## src/rtl/replay_pkg.sv

```systemverilog
package replay_pkg;
    typedef enum logic {
        ST_FILL = 1'b0,
        ST_RUN  = 1'b1
    } replay_state_t;

    function automatic int pred_state(input int s, input int b, input int ns);
        return (2 * s + b) % ns;
    endfunction
endpackage

```

## src/rtl/decision_delay_line.sv

```systemverilog
module decision_delay_line #(
    parameter int DEPTH = 8,
    parameter int EW    = 16
) (
    input  logic          clk,
    input  logic          rst_n,
    input  logic          push,
    input  logic [EW-1:0] wr_data,
    output logic [EW-1:0] rd_data
);
    localparam int AW = (DEPTH > 1) ? $clog2(DEPTH) : 1;

    logic [EW-1:0] mem [DEPTH];
    logic [AW-1:0] wp;

    // oldest entry sits where the next write lands
    assign rd_data = mem[wp];

    always_ff @(posedge clk) begin
        if (!rst_n) begin
            wp <= '0;
        end else if (push) begin
            wp <= (wp == AW'(DEPTH - 1)) ? '0 : wp + 1'b1;
        end
    end

    always_ff @(posedge clk) begin
        if (push) begin
            mem[wp] <= wr_data;
        end
    end


    wp_range_chk: assert property (@(posedge clk) disable iff (!rst_n)
        32'(wp) < DEPTH);


    wp_idle_chk: assert property (@(posedge clk) disable iff (!rst_n)
        !push |=> $stable(wp));
endmodule

```

## src/rtl/replay_lane.sv

```systemverilog
module replay_lane #(
    parameter int MW = 12,
    parameter int BW = 4,
    parameter int OW = 3
) (
    input  logic [MW-1:0] m_p0,
    input  logic [MW-1:0] m_p1,
    input  logic [BW-1:0] bm0,
    input  logic [BW-1:0] bm1,
    input  logic          dec,
    input  logic [OW-1:0] ofs,
    output logic [MW-1:0] nxt
);
    logic [MW-1:0] picked;

    always_comb begin
        picked = dec ? (m_p1 + MW'(bm1)) : (m_p0 + MW'(bm0));
        nxt    = picked + MW'(ofs);
    end
endmodule

```

## src/rtl/replay_recursion_unit.sv

```systemverilog
module replay_recursion_unit
    import replay_pkg::*;
#(
    parameter int NS    = 4,
    parameter int MW    = 12,
    parameter int BW    = 4,
    parameter int OW    = 3,
    parameter int DEPTH = 8
) (
    input  logic               clk,
    input  logic               rst_n,
    input  logic               step_en,
    input  logic [NS-1:0]      dec_in,
    input  logic [NS*OW-1:0]   ofs_in,
    input  logic [NS*2*BW-1:0] bm_in,
    input  logic               ld_en,
    input  logic [NS*MW-1:0]   ld_metric,
    output logic [NS*MW-1:0]   metric_out,
    output logic               out_valid
);
    localparam int EW = NS * (1 + OW);
    localparam int CW = $clog2(DEPTH + 1);

    replay_state_t state_q, state_d;
    logic [CW-1:0]    fill_cnt;
    logic [EW-1:0]    old_entry;
    logic [NS-1:0]    old_dec;
    logic [NS*OW-1:0] old_ofs;
    logic [NS*MW-1:0] base_vec;
    logic [NS*MW-1:0] nxt_vec;
    logic [NS*MW-1:0] metric_q;
    logic             vld_q;
    logic             run_step;

    decision_delay_line #(.DEPTH(DEPTH), .EW(EW)) u_store (
        .clk     (clk),
        .rst_n   (rst_n),
        .push    (step_en),
        .wr_data ({ofs_in, dec_in}),
        .rd_data (old_entry)
    );

    assign old_dec  = old_entry[NS-1:0];
    assign old_ofs  = old_entry[EW-1:NS];
    assign base_vec = ld_en ? ld_metric : metric_q;
    assign run_step = step_en && (state_q == ST_RUN);

    for (genvar s = 0; s < NS; s++) begin : g_lane
        localparam int P0 = pred_state(s, 0, NS);
        localparam int P1 = pred_state(s, 1, NS);
        replay_lane #(.MW(MW), .BW(BW), .OW(OW)) u_lane (
            .m_p0 (base_vec[P0*MW +: MW]),
            .m_p1 (base_vec[P1*MW +: MW]),
            .bm0  (bm_in[(2*s)*BW +: BW]),
            .bm1  (bm_in[(2*s+1)*BW +: BW]),
            .dec  (old_dec[s]),
            .ofs  (old_ofs[s*OW +: OW]),
            .nxt  (nxt_vec[s*MW +: MW])
        );
    end

    // next-state logic
    always_comb begin
        state_d = state_q;
        unique case (state_q)
            ST_FILL: if (step_en && fill_cnt == CW'(DEPTH - 1)) state_d = ST_RUN;
            ST_RUN:  state_d = ST_RUN;
            default: state_d = ST_FILL;
        endcase
    end

    // state register
    always_ff @(posedge clk) begin
        if (!rst_n) begin
            state_q  <= ST_FILL;
            fill_cnt <= '0;
        end else begin
            state_q <= state_d;
            if (step_en && state_q == ST_FILL) fill_cnt <= fill_cnt + 1'b1;
        end
    end

    // outputs
    always_ff @(posedge clk) begin
        if (!rst_n) begin
            metric_q <= '0;
            vld_q    <= 1'b0;
        end else begin
            vld_q <= run_step;
            if (run_step)   metric_q <= nxt_vec;
            else if (ld_en) metric_q <= ld_metric;
        end
    end

    assign metric_out = metric_q;
    assign out_valid  = vld_q;


    valid_after_step_chk: assert property (@(posedge clk) disable iff (!rst_n)
        out_valid |-> $past(step_en));


    idle_hold_chk: assert property (@(posedge clk) disable iff (!rst_n)
        (!step_en && !ld_en) |=> ($stable(metric_out) && !out_valid));


    load_only_chk: assert property (@(posedge clk) disable iff (!rst_n)
        (ld_en && !run_step) |=> (metric_out == $past(ld_metric)));


    fill_quiet_chk: assert property (@(posedge clk) disable iff (!rst_n)
        (state_q == ST_FILL) |=> !out_valid);


    fill_bound_chk: assert property (@(posedge clk) disable iff (!rst_n)
        32'(fill_cnt) <= DEPTH);
endmodule

```

## config.mk

```make
export PLATFORM = sky130hd
export DESIGN_NAME = replay_recursion_unit
export DESIGN_NICKNAME = d
export VERILOG_FILES = /design/src/rtl/replay_pkg.sv /design/src/rtl/decision_delay_line.sv /design/src/rtl/replay_lane.sv /design/src/rtl/replay_recursion_unit.sv
export SDC_FILE = /design/constraint.sdc
export NUM_CORES = 1
export LEC_CHECK = 0
export BUFFER_PORTS_ARGS = -buffer_cell sky130_fd_sc_hd__buf_4
export CAP_MARGIN = 20
export CORE_MARGIN = 5
export CORE_UTILIZATION = 30
export CTS_CLUSTER_DIAMETER = 30
export DETAILED_ROUTE_END_ITERATION = 12
export RECOVER_POWER = 50
export SLEW_MARGIN = 20
export SYNTH_ARGS = -nofsm -noshare
export SYNTH_HDL_FRONTEND = slang
export SYNTH_SLANG_ARGS = --single-unit
```

## constraint.sdc

```tcl
create_clock -name clk -period 12.1 [get_ports clk]
set_input_delay 3.025 -clock clk [delete_from_list [all_inputs] [get_ports clk]]
set_output_delay 3.025 -clock clk [all_outputs]
set_load 0.05 [all_outputs]
```

-- Yosys cells after proc, flatten, opt, wreduce, memory -nomap -nowiden
Memories as Yosys holds them, arrays and structs flattened. A register that Yosys moved wholly into a read port is not among the register bits.
Index checks and enable logic that the tools add are counted.
- memories kept: 1
- input bits: 100
- register bits: 57
- output and inout port bits: 49
- memory bits (writable): 128
- logic and storage cells: 39
- memories (memory ; depth ; bits a word ; rd ports ; clocked after memory_dff ; write ports ; RTL line ; source):
    u_store.mem ; 8 ; 16 ; 1 ; 1 ; 1 ; decision_delay_line.sv:13 ; logic [EW-1:0] mem [DEPTH];
- $add $sub $neg: 14
- muxes and demuxes: 13
- bitwise operators: 1
- equality and inequality tests: 2
- reduce and logical (&&, ||, !) cells: 3
- operators with widths (cell ; number):
    adder 12 x 4 -> 12 bit ; 8
    2-to-1 mux 48 bit ; 2
    adder 12 x 3 -> 12 bit ; 4
    2-to-1 mux 12 bit ; 4
    2-to-1 mux 3 bit ; 3
    adder 4 x 1 -> 4 bit, second input constant ; 1
    equality test 4 x 3 -> 1 bit, second input constant ; 1
    adder 3 x 1 -> 3 bit, second input constant ; 1
    equality test 3 bit, second input constant ; 1
    logical AND 1 bit ; 3
    2-to-1 mux 1 bit ; 3
    case mux 1 bit (2 select lines) ; 1
    inverter 1 bit ; 1

-- Longest topological paths before layout
- depth in word-level cells: 5
- mapped depth: 18
- mapped depth without buffers: 13

-- By module
Synthesis repeated with hierarchy kept, for this count alone.
- cells, all modules: 1022
- area total of the unflattened synthesis: 12199.2 um^2
- by module, submodules not included (module ; area each (um^2) ; times used ; cells each ; sequential area each (um^2)):
    decision_delay_line ; 5172.5 ; 1 ; 213 ; 3963.8
    replay_lane at g_lane[1].u_lane ... ; 1207.4 ; 2 ; 160 ; 0.0
    replay_recursion_unit ; 2368.5 ; 1 ; 184 ; 1081.0
    replay_lane at g_lane[0].u_lane ; 1156.1 ; 1 ; 161 ; 0.0
    replay_lane at g_lane[3].u_lane ; 1087.3 ; 1 ; 144 ; 0.0

-- Worst setup path after synthesis
No wires, ideal clock.
- path type: in2reg
- start point: in ld_en
- end point: reg metric_q[47] (netlist: metric_out[47])
- stages: 16
- setup time: 0.117 ns
- path buffers: 6
- path slack: 4.477 ns
- required time: 11.983 ns
- arrival: 7.506 ns
- path through: buf_4 > buf_4 > buf_2 > buf_2 > buf_1 > clkbuf_1 > mux2_2 > ha_1 > fa_1 > nand3_1 > nand2_1 > or4_1 > a311oi_2 > o211ai_1 > or4_1 > a32o_1
- cells in the longest elaborated chain, start to end: 5
- elaborated cells between the ends (all ways): 6
- classes of those cells: add/sub: 3; mux: 3
- RTL lines (item ; RTL line ; source):
    start: declaration ; replay_recursion_unit.sv:16 ; input logic ld_en,
    2-to-1 mux 48 bit * ; - ;
    adder 12 x 4 -> 12 bit ; replay_lane.sv:17 ; picked = dec ? (m_p1 + MW'(bm1)) : (m_p0 + MW'(bm0));
    2-to-1 mux 12 bit ; replay_lane.sv:17 ;
    adder 12 x 3 -> 12 bit ; replay_lane.sv:18 ; nxt = picked + MW'(ofs);
    2-to-1 mux 48 bit * ; replay_recursion_unit.sv:90 ; if (run_step) metric_q <= nxt_vec;
    end signal: assignment ; replay_recursion_unit.sv:90 ;
    end signal: assignment ; replay_recursion_unit.sv:91 ; else if (ld_en) metric_q <= ld_metric;
    end: declaration ; replay_recursion_unit.sv:31 ; logic [NS*MW-1:0] metric_q;
Mark *: on every way between the ends. The rest lies on a longest branch, timed or not.
A chain may end at the register's enable or synchronous reset.

-- Worst setup path in the final report
- start point: in ld_en
- end point: reg metric_q[10] (netlist: metric_out[10])
The elaborated chain is that of the path after synthesis.

==> run_results.csv <==
group,metric,value,unit
status,status,"finished with violations",
status,violations,"capacitance limit, slew limit",
placed_design,dp_hpwl,24.8,mm
layout,synthToLayoutAreaGrowth,19.4,%
global_routing,grt_max_degree,46,
synthesis,synth.most_common_cell,"edfxtp_1",
job,drv_cap,1,
synthesis,netlist-cell-type-count,74,
critical_path,arrival,7.32,ns
floorplan,num_rows,71,
global_routing,grt_pass1_wl,51.1,mm
global_routing,grt_pass1_vias,8842,
layout,insertedDiodeCount,0,
power,power_frac_clock,33.1,%
power,power.leakage,0.00496,uW
synthesis,synth_ff_type,"edfxtp_1",
placed_design,port_buffers,148,
power,ir_drop,0.0000967,V
synthesis,yosysTopAreaCell,"edfxtp_1",
sta,maxSlewViolCount,17,
synthesis,synthTopCellsByArea,"edfxtp_1 (34%), dfxtp_1 (10%), mux4_2 (6.3%), ha_1 (5.1%), mux2_2 (4.9%)",
cts,postCtsHoldBufs,0,
routing,drtAntennaViolNets,0,
sta,fmax,0.143,GHz
global_routing,grt_util_all_layers,15.6,%
floorplan,io_pins,149,
synthesis,synth_top_area_share,33.5,%
cts,cts_buffers,17,
routing,drt_pass1_iterations,5,
layout,drive_gt1_share,25.2,%
floorplan,die_w,205,um
synthesis,synth-seq-cells,188,
routing,drc,0,
cts,clk_pin_slew,0.08,ns
power,intPower,1210,uW
cts,cts_buffer_depth,2,
synthesis,async_reset_ff_share,0,%
critical_path,worstSetupPathType,"in -> reg",
sta,skew,0.0142,ns
synthesis,syn_area,11500,um2
routing,drt_iter0_markers,680,
power,power_density,133,nW/um2
power,power_frac_seq,39.7,%
critical_path,required,12.42,ns
sta,rsz0062_at_grt,"no",
cts,root_buffer,"clkbuf_16",
power,netSwitchingPower,603,uW
floorplan,start_util,30.4,%
cts,clk_latency,0.44,ns
synthesis,synth_warnings,0,
power,p_sw_share,33.2,%
global_routing,grt_overflow_total,0,
cts,htreeDepth,4,
floorplan,dieArea,42200,um2
synthesis,synth_cells,971,
min_path,min_path_type,"reg -> reg",
synthesis,synth_common_cells,"edfxtp_1 (128), nand2_1 (75), dfxtp_1 (60)",
floorplan,die_y,205,um
layout,fillers,3749,
sta,maxSlewHeadroom,-18.1,%
critical_path,start_kind,"input pin",
layout,multi_input_area,6240,um2
power,p_comb_share,27.3,%
synthesis,seq_area_frac_synth,44.0,%
sta,hold_viol,0,
critical_path,cp-end-kind,"register",
cts,clkSinkCount,188,
layout,nNetsFinal,1268,
sta,period_needed,7.00,ns
placed_design,dp_cells,1599,
floorplan,core,37700,um2
synthesis,synth_edf_count,128,
cts,postCtsSetupBuffers,0,
placed_design,gp_congestion,0.853,
sta,period_share,57.8,%
routing,via_count,8662,
layout,regArea,5050,um2
routing,wirelength,33.1,mm
routing,vias_per_cell,5.30,
routing,wl_per_cell,20.3,um
cts,ctsResizeCount,0,
sta,finalSetupViolCount,0,
sta,setup_tns,0,ns
synthesis,avgSynthCellArea,11.8,um2
cts,cts_tree,"yes",
layout,instances_no_fill,1633,
global_routing,antenna_found_initial,5,
critical_path,cp_max_fo,45,
sta,tightest_slew,1.76,ns
synthesis,synth_nets,1130,
==> area by class of cell <==
cell class	instances	share of cell area (%)
Sequential cell	188	36.9
Timing Repair Buffer	156	8.04
Inverter	4	0.110
Clock buffer	17	3.11
Clock inverter	15	1.56
Multi-Input combinational cell	742	45.6
Tap cell	511	4.67
==> cell usage in the layout, fill, tap and decap left out, types with 8 or more instances in the layout <==
master     Yosys  layout
a211oi_1      14      14
a21o_1        16      16
a21oi_1       46      46
a22o_1        11      11
a22oi_1       12      12
a32o_1         8       8
buf_4          5     137
clkbuf_1      17      19
clkbuf_16      0      17
dfxtp_1       60      59
edfxtp_1     128     128
fa_1          12      12
ha_1          47      47
mux2_2        50      50
mux2i_1       44      44
mux4_2        32      32
nand2_1       75      75
nand3_1       27      27
nand3b_1       8       8
nand4_1       14      14
nor2_1        34      31
nor3_1        10       8
o211ai_1       9       9
o21ai_0       39      39
o21bai_1      11      11
o22ai_1       17      17
or4_1          8       8
xnor2_1       51      51
xor2_1        25      25
==> sequential cells by signal, summed over array words and instances (netlist names), named ones only <==
name         count
fill_cnt         4
metric_out      48
out_valid        1
state_q          1
u_store.mem    128
u_store.wp       3
==> per-layer routing <==
layer | up-vias | track usage [%] | share of wire, %
li1 | 4103 | - | -
met4 | 8 | 3.49 | 1.6
met1 | 4291 | 20.9 | 44
met5 | - | 0 | 0.15
met2 | 223 | 26.0 | 48
met3 | 37 | 3.45 | 5.7
==> worst max-delay path, cell delays in order <==
cell and delay [ns]:
buf_4 0.45, buf_4 0.50, mux2_2 0.42, ha_1 0.22, fa_1 0.41, xor2_1 0.18, nand2_1 0.07, o21ai_0 0.10
ha_1 0.38, a21o_1 0.20, nand2_1 0.07, o32ai_1 0.37, nand3_1 0.20, or4_1 0.42, a32o_1 0.26
==> cells by family after synthesis <==
| family | after synthesis | synth area share [%] |
|---|---|---|
| AO/OA/AOI/OAI | 247 | 15.3 |
| XOR/XNOR | 76 | 5.81 |
| adder cells (fa/ha/maj) | 59 | 7.23 |
| buffers and inverters | 41 | 1.74 |
| flip-flops | 188 | 44.0 |
| multiplexers | 128 | 15.3 |
| AND/OR/NAND/NOR | 232 | 10.6 |
==> power groups by stage <==
stage / Clock (uW) / Sequential, uW / Combinational (uW)
finish: 600 / 719 / 495
CTS: 612 / 719 / 500
detailed placement: 0 / 734 / 496
global route: 638 / 722 / 545
floorplan: 0 / 763 / 320
global placement: 0 / 734 / 490
==> final timing paths <==
path	startpoint	slack [ns]	to	cells after the start
max reg2reg	register	7.67	metric_out[10]	13
min reg2reg	state_q	0.54	state_q	1
max	ld_en	5.10	metric_out[10]	15
min	state_q	0.54	state_q	1
==> per-stage QoR <==
step                      hold WS [ns]  setup slack, ns  total power (uW)  utilization (%)  area [um2]
final                            0.538             5.10              1810             36.3       13700
after global routing             0.563             4.78              1900             36.3       13700
after global placement           0.498             4.79              1220             34.8       13100
after floorplan                  0.486             4.48              1080                -       11500
after detailed placement         0.521             4.70              1230             34.8       13100
after CTS                        0.536             5.16              1830             36.5       13700
Note: power is estimated with default switching activity, not from simulation.
